===== config.mk =====
export PLATFORM = sky130hd
export DESIGN_NAME = stencil_row4_pe
export DESIGN_NICKNAME = d
export VERILOG_FILES = /design/src/rtl/stencil_pkg.sv /design/src/rtl/stencil_line_delay.sv /design/src/rtl/stencil_window.sv /design/src/rtl/stencil_lanes.sv /design/src/rtl/stencil_row4_pe.sv
export SDC_FILE = /design/constraint.sdc
export NUM_CORES = 1
export LEC_CHECK = 0
export BUFFER_PORTS_ARGS = -buffer_cell sky130_fd_sc_hd__buf_2
export CORE_MARGIN = 2
export CORE_UTILIZATION = 56
export CTS_BUF_LIST = sky130_fd_sc_hd__clkbuf_16
export DETAILED_ROUTE_END_ITERATION = 8
export PLACE_DENSITY_LB_ADDON = 0.05
export SLEW_MARGIN = 20
export SYNTH_ARGS = -nofsm -noshare
export SYNTH_HDL_FRONTEND = slang
export SYNTH_SLANG_ARGS = --single-unit

===== constraint.sdc =====
create_clock -name clk -period 3.62 [get_ports clk]
set_input_delay 0.543 -clock clk [delete_from_list [all_inputs] [get_ports clk]]
set_output_delay 0.543 -clock clk [all_outputs]
set_load 0.01 [all_outputs]

===== src/rtl/stencil_pkg.sv =====
package stencil_pkg;
  localparam int CELL_W = 16;
  localparam int LANES  = 4;
  localparam int SUM_W  = CELL_W + 2;

  typedef logic signed [CELL_W-1:0] cell_t;
  typedef cell_t [LANES-1:0]        beat_t;

  // Mean of four neighbours: widened sum, arithmetic shift by two.
  function automatic cell_t avg4(input cell_t a, input cell_t b,
                                 input cell_t c, input cell_t d);
    logic signed [SUM_W-1:0] s;
    s = SUM_W'(a) + SUM_W'(b) + SUM_W'(c) + SUM_W'(d);
    s = s >>> 2;
    return s[CELL_W-1:0];
  endfunction
endpackage


===== src/rtl/stencil_line_delay.sv =====
module stencil_line_delay #(
  parameter int WIDTH = 16,
  parameter int DEPTH = 3
) (
  input  logic             clk,
  input  logic             rst_n,
  input  logic             en,
  input  logic [WIDTH-1:0] din,
  output logic [WIDTH-1:0] dout
);
  // Push and pop happen together, so the queue is a fixed delay of DEPTH steps.
  if (DEPTH == 0) begin : g_wire
    assign dout = din;
  end else if (DEPTH == 1) begin : g_reg
    logic [WIDTH-1:0] hold_q;
    assign dout = hold_q;
    always_ff @(posedge clk or negedge rst_n) begin
      if (!rst_n)  hold_q <= '0;
      else if (en) hold_q <= din;
    end
  end else begin : g_ring
    localparam int PW = $clog2(DEPTH);
    localparam logic [PW-1:0] LAST = PW'(DEPTH - 1);
    logic [WIDTH-1:0] mem [DEPTH];
    logic [PW-1:0]    ptr;
    assign dout = mem[ptr];
    always_ff @(posedge clk or negedge rst_n) begin
      if (!rst_n) begin
        ptr <= '0;
        for (int i = 0; i < DEPTH; i++) mem[i] <= '0;
      end else if (en) begin
        mem[ptr] <= din;
        ptr      <= (ptr == LAST) ? '0 : ptr + 1'b1;
      end
    end
  end
endmodule


===== src/rtl/stencil_window.sv =====
module stencil_window
  import stencil_pkg::*;
#(
  parameter int COLS = 16
) (
  input  logic  clk,
  input  logic  rst_n,
  input  logic  en,
  input  beat_t in_beat,
  output beat_t up_q,
  output beat_t ctr_q,
  output beat_t dn_q,
  output cell_t lft_q,
  output cell_t rgt_q
);
  localparam int BEATS   = COLS / LANES;
  localparam int LONG_D  = BEATS - 1;  // aligned lanes
  localparam int SHORT_D = BEATS - 2;  // lanes that feed or come from the skewed registers

  beat_t upper_out, lower_in, lower_out;

  for (genvar k = 0; k < LANES; k++) begin : g_lane
    // Upper queues: newest row -> centre row. Lane 0 runs one beat ahead (right neighbour).
    stencil_line_delay #(.WIDTH(CELL_W), .DEPTH(k == 0 ? SHORT_D : LONG_D)) u_upper (
      .clk(clk), .rst_n(rst_n), .en(en), .din(up_q[k]), .dout(upper_out[k]));

    // Lower queues: centre row -> oldest row. Lane 3 is fed from the left register.
    if (k == LANES - 1) begin : g_from_left
      assign lower_in[k] = lft_q;
    end else begin : g_from_ctr
      assign lower_in[k] = ctr_q[k];
    end
    stencil_line_delay #(.WIDTH(CELL_W), .DEPTH(k == LANES - 1 ? SHORT_D : LONG_D)) u_lower (
      .clk(clk), .rst_n(rst_n), .en(en), .din(lower_in[k]), .dout(lower_out[k]));
  end

  always_ff @(posedge clk or negedge rst_n) begin
    if (!rst_n) begin
      up_q  <= '0;
      ctr_q <= '0;
      dn_q  <= '0;
      lft_q <= '0;
      rgt_q <= '0;
    end else if (en) begin
      up_q          <= in_beat;
      rgt_q         <= upper_out[0];
      ctr_q[0]      <= rgt_q;
      ctr_q[LANES-1:1] <= upper_out[LANES-1:1];
      lft_q         <= ctr_q[LANES-1];
      dn_q          <= lower_out;
    end
  end
endmodule


===== src/rtl/stencil_lanes.sv =====
module stencil_lanes
  import stencil_pkg::*;
(
  input  beat_t up,
  input  beat_t ctr,
  input  beat_t dn,
  input  cell_t lft,
  input  cell_t rgt,
  input  logic  at_left,
  input  logic  at_right,
  output beat_t res
);
  for (genvar k = 0; k < LANES; k++) begin : g_lane
    cell_t west, east;
    logic  keep;
    if (k == 0) begin : g_w_edge
      assign west = lft;
      assign keep = at_left;
    end else begin : g_w_in
      assign west = ctr[k-1];
    end
    if (k == LANES - 1) begin : g_e_edge
      assign east = rgt;
      assign keep = at_right;
    end else begin : g_e_in
      assign east = ctr[k+1];
    end
    if (k != 0 && k != LANES - 1) begin : g_mid
      assign keep = 1'b0;
    end
    assign res[k] = keep ? ctr[k] : avg4(up[k], dn[k], west, east);
  end
endmodule


===== src/rtl/stencil_row4_pe.sv =====
module stencil_row4_pe
  import stencil_pkg::*;
#(
  parameter int COLS = 16
) (
  input  logic                    clk,
  input  logic                    rst_n,
  input  logic                    in_valid,
  output logic                    in_ready,
  input  logic [LANES*CELL_W-1:0] in_data,
  output logic                    out_valid,
  input  logic                    out_ready,
  output logic [LANES*CELL_W-1:0] out_data
);
  localparam int BEATS      = COLS / LANES;
  localparam int FILL_BEATS = 2 * BEATS + 1;
  localparam int CNT_W      = $clog2(FILL_BEATS + 1);
  localparam int COL_W      = $clog2(BEATS);
  localparam logic [CNT_W-1:0] FILL_LAST = CNT_W'(FILL_BEATS);
  localparam logic [COL_W-1:0] COL_LAST  = COL_W'(BEATS - 1);

  // Named internal events for the checker.
  logic  step_w;
  logic  fill_done_w;
  logic  edge_left_w, edge_right_w;
  beat_t ctr_beat_w;

  logic [CNT_W-1:0] fill_q;
  logic [COL_W-1:0] col_q;   // beat column of the newest row = column of the centre beat
  beat_t up_w, dn_w, res_w, in_beat;
  cell_t lft_w, rgt_w;

  assign in_ready     = out_ready;
  assign step_w       = in_valid & out_ready;
  assign fill_done_w  = (fill_q == FILL_LAST);
  assign edge_left_w  = (col_q == '0);
  assign edge_right_w = (col_q == COL_LAST);
  assign out_valid    = fill_done_w & in_valid;
  assign in_beat      = in_data;
  assign out_data     = res_w;

  always_ff @(posedge clk or negedge rst_n) begin
    if (!rst_n) begin
      fill_q <= '0;
      col_q  <= COL_LAST;
    end else if (step_w) begin
      if (!fill_done_w) fill_q <= fill_q + 1'b1;
      col_q <= (col_q == COL_LAST) ? '0 : col_q + 1'b1;
    end
  end

  stencil_window #(.COLS(COLS)) u_window (
    .clk(clk), .rst_n(rst_n), .en(step_w), .in_beat(in_beat),
    .up_q(up_w), .ctr_q(ctr_beat_w), .dn_q(dn_w), .lft_q(lft_w), .rgt_q(rgt_w));

  stencil_lanes u_lanes (
    .up(up_w), .ctr(ctr_beat_w), .dn(dn_w), .lft(lft_w), .rgt(rgt_w),
    .at_left(edge_left_w), .at_right(edge_right_w), .res(res_w));
endmodule


==> out/metrics.cfg <==
[routing]
top_layer = met4
post-route-drc-count = 0
ant_nets = 0
wl_met3_um = 4812
drt-total-wl_um = 89090
wl_per_cell_um = 21.26
vias_per_cell = 5.605
vias = 23490
drtPass1Iterations = 5
wl_met1_um = 38400
wl_met2_um = 41850
drtIter0Drc = 1866

[synthesis]
yosys.cell_count.top_type = dfrtp_1
syn_area_mm2 = 0.03023
synth_top_area_share_pct = 49.16
synth_cells = 2991
synth.area.top_cells = dfrtp_1 (49%), fa_1 (8.7%), o21ai_0 (7.2%)
syn-num-nets = 3255
synth.distinct_cells = 62
avgSynthCellArea_um2 = 10.11
ys_ff_latch = 596
synth_common_cells = dfrtp_1 (594), nand2_1 (489), o21ai_0 (436)
synth_area_leader_cell = dfrtp_1
synth_edf_count = 0
async_flop_share_pct = 100.0
yosysSeqAreaShare_pct = 49.34
ys.flop_type = dfrtp_1
yosys_warnings = 0

[clocking]
path_clk_slew_ns = 0.06
cts_tree = yes
numClockSinks = 596
cts-root-buf = clkbuf_16
numCtsBuffers = 61
h-tree-depth = 2
worstSkewPairLatency_ns = 0.64
cts_buffer_depth = 3

[cells_and_area]
post_route_cells_drive_above_1_share_pct = 28.21
nets = 3710
nFillCells = 4029
area_growth_pct = 25.43
antenna_cells = 0
fin_util_pct = 70.75

[global_routing]
grt_usage_pct = 32.40
grt_overflow_total = 0
grt_pass1_vias = 23960
antenna_found_initial = 2
grt_max_degree = 108
grt_pass1_wl_um = 138500

[timing]
clock_skew_ns = 0.02793
fmax_ghz = 0.2123
period_share_pct = 130.1
setup_violations = 63
slew_viol_final = 0
final_hold_viol_count = 0
rsz0062_at_grt = true
worstMarginPinSlew_ns = 1.045
fin_ws_ns = -1.090
slew_headroom_pct = 30.13
post-route-min-period_ns = 4.710

[floorplan]
initial_core_util_pct = 56.41
io_pins = 134
die-height_um = 236.4
num_rows = 85
core_mm2 = 0.05360
dieArea_mm2 = 0.05586
die_w_um = 236.4

[critical_path]
worstPathMaxFanout = 2
cpMostUsedCell = fa_1
cp-start-kind = register
path_class = register to output pin
cp-end-kind = output pin
crit_chain = inv_2, fa_1, fa_1, nor3b_4, fa_2, a21o_1, a311o_1, nand4_1, a31oi_1, mux2_2, a311oi_2, buf_2
cp_num_buf_inv = 2
crit_slowest_cell = fa_1
cpPeakStageDelay_ns = 0.56
crit_family = adder cells
arrival_ns = 4.17
required_ns = 3.08

[status]
violations = negative setup slack
status = finished with violations

[place]
gp_congestion = 0.9271
place_hpwl_um = 64750
place.port_buffers = 133

[min_path]
min_path_type = primary input to register

[flow_run]
cap_violations = 0

cell families (layout without fill, tap and decap cells):
group	Yosys count	count (layout)	synth area share, %
xor+xnor	59	59	1.709
compound gates	744	744	14.24
simple gates	686	686	9.287
flops	596	596	49.34
fa+ha+maj	196	196	11.39
buf+inv	487	991	6.112
mux	223	223	7.925
layout make-up:
type,instances,area [um2],area share (%)
clock buffer,62,1551,4.091
clock inverter,50,332.8,0.8776
inverter,331,1250,3.296
multi-input combinational,1908,14670,38.68
sequential,596,14920,39.34
tap,696,870.8,2.296
timing repair buffer,548,4330,11.42
metal layers:
metal	vias to the layer above	track usage, %
met5	-	0
met4	0	12.66
met3	179	4.283
met2	671	52.09
met1	11770	45.15
li1	10870	-
cell usage in the layout (no fill, tap or decap), types with 7 or more instances in the layout:
cell type / Yosys / routed
nor2_1: 106 / 100
nor3_2: 1 / 11
fa_2: 0 / 17
xnor2_1: 37 / 24
buf_2: 13 / 121
o21ai_1: 0 / 13
a221oi_1: 25 / 21
a21o_1: 33 / 33
nand3_1: 13 / 12
a21oi_1: 99 / 77
a21oi_2: 0 / 15
mux2i_1: 92 / 92
ha_1: 64 / 43
clkbuf_16: 0 / 62
o21a_1: 13 / 12
buf_6: 0 / 57
a22oi_1: 33 / 32
buf_12: 0 / 23
a211oi_1: 59 / 55
fa_1: 132 / 115
clkinv_2: 0 / 15
xor2_1: 22 / 16
xnor2_2: 0 / 12
a21oi_4: 0 / 7
nor3_1: 19 / 8
dfrtp_1: 594 / 593
inv_2: 0 / 34
clkinv_1: 0 / 16
buf_4: 1 / 344
nand2_1: 489 / 485
nor2b_1: 18 / 14
ha_4: 0 / 18
inv_1: 331 / 306
o21ai_0: 436 / 395
o21ai_2: 1 / 24
mux2_2: 131 / 129
registers in the layout, indices dropped and copies added (netlist names):
name and count:
col_q 2, fill_q 4, u_window.ctr_q 64, u_window.dn_q 64, u_window.g_lane.u_lower.g_ring.mem 176, u_window.g_lane.u_lower.g_ring.ptr 7, u_window.g_lane.u_upper.g_ring.mem 176, u_window.g_lane.u_upper.g_ring.ptr 7
u_window.lft_q 16, u_window.rgt_q 16, u_window.up_q 64
worst min-delay path, stage by stage:
cell and delay (ns):
buf_2 0.08, nand2_1 0.04, nand2_1 0.04
worst paths after layout:
| path | from | to | slack (ns) | depth (start not counted) |
|---|---|---|---|---|
| max | u_window.ctr_q[33] | out_data[63] | -1.09 | 12 |
| min | in_data[33] | u_window.up_q[33] | 0.1 | 3 |
| max reg2reg | u_window.g_lane[1].u_upper.g_ring.ptr[0] | u_window.g_lane[1].u_upper.g_ring.mem[44] | 1.37 | 3 |
| min reg2reg | fill_q[3] | fill_q[3] | 0.47 | 1 |
| max in group asynchronous | rst_n | u_window.g_lane[1].u_upper.g_ring.mem[26] | 2.09 | 3 |
| min in group asynchronous | rst_n | u_window.up_q[44] | 0.50 | 2 |
per-stage QoR:
stage / setup WS, ns / setup TNS (ns) / cells / instance area (um2) / hold slack, ns
2_1_floorplan: -0.06805 / -0.2150 / 2991 / 30270 / 0.2474
3_3_place_gp: -0.4878 / -11.61 / 4038 / 34330 / 0.4595
3_5_place_dp: -0.4821 / -13.28 / 4038 / 34330 / 0.4658
4_1_cts: -1.116 / -46.82 / 4175 / 37420 / 0.06934
5_1_grt: -1.258 / -52.03 / 4191 / 37920 / 0.09530
6_report: -1.090 / -43.74 / 4191 / 37920 / 0.09919
repair_timing:
action / 4_1_cts / 5_1_grt
hold buffers: 1 / 0
buffers inserted: 33 / 30
pin swaps: 117 / 117
setup endpoints to repair: 64 / 64
endpoints found under the hold margin: 69 / 0
resized for setup: 257 / 82
Power is not shown: default switching activity piles up to over one toggle a cycle in this logic, so the estimate is an artifact.
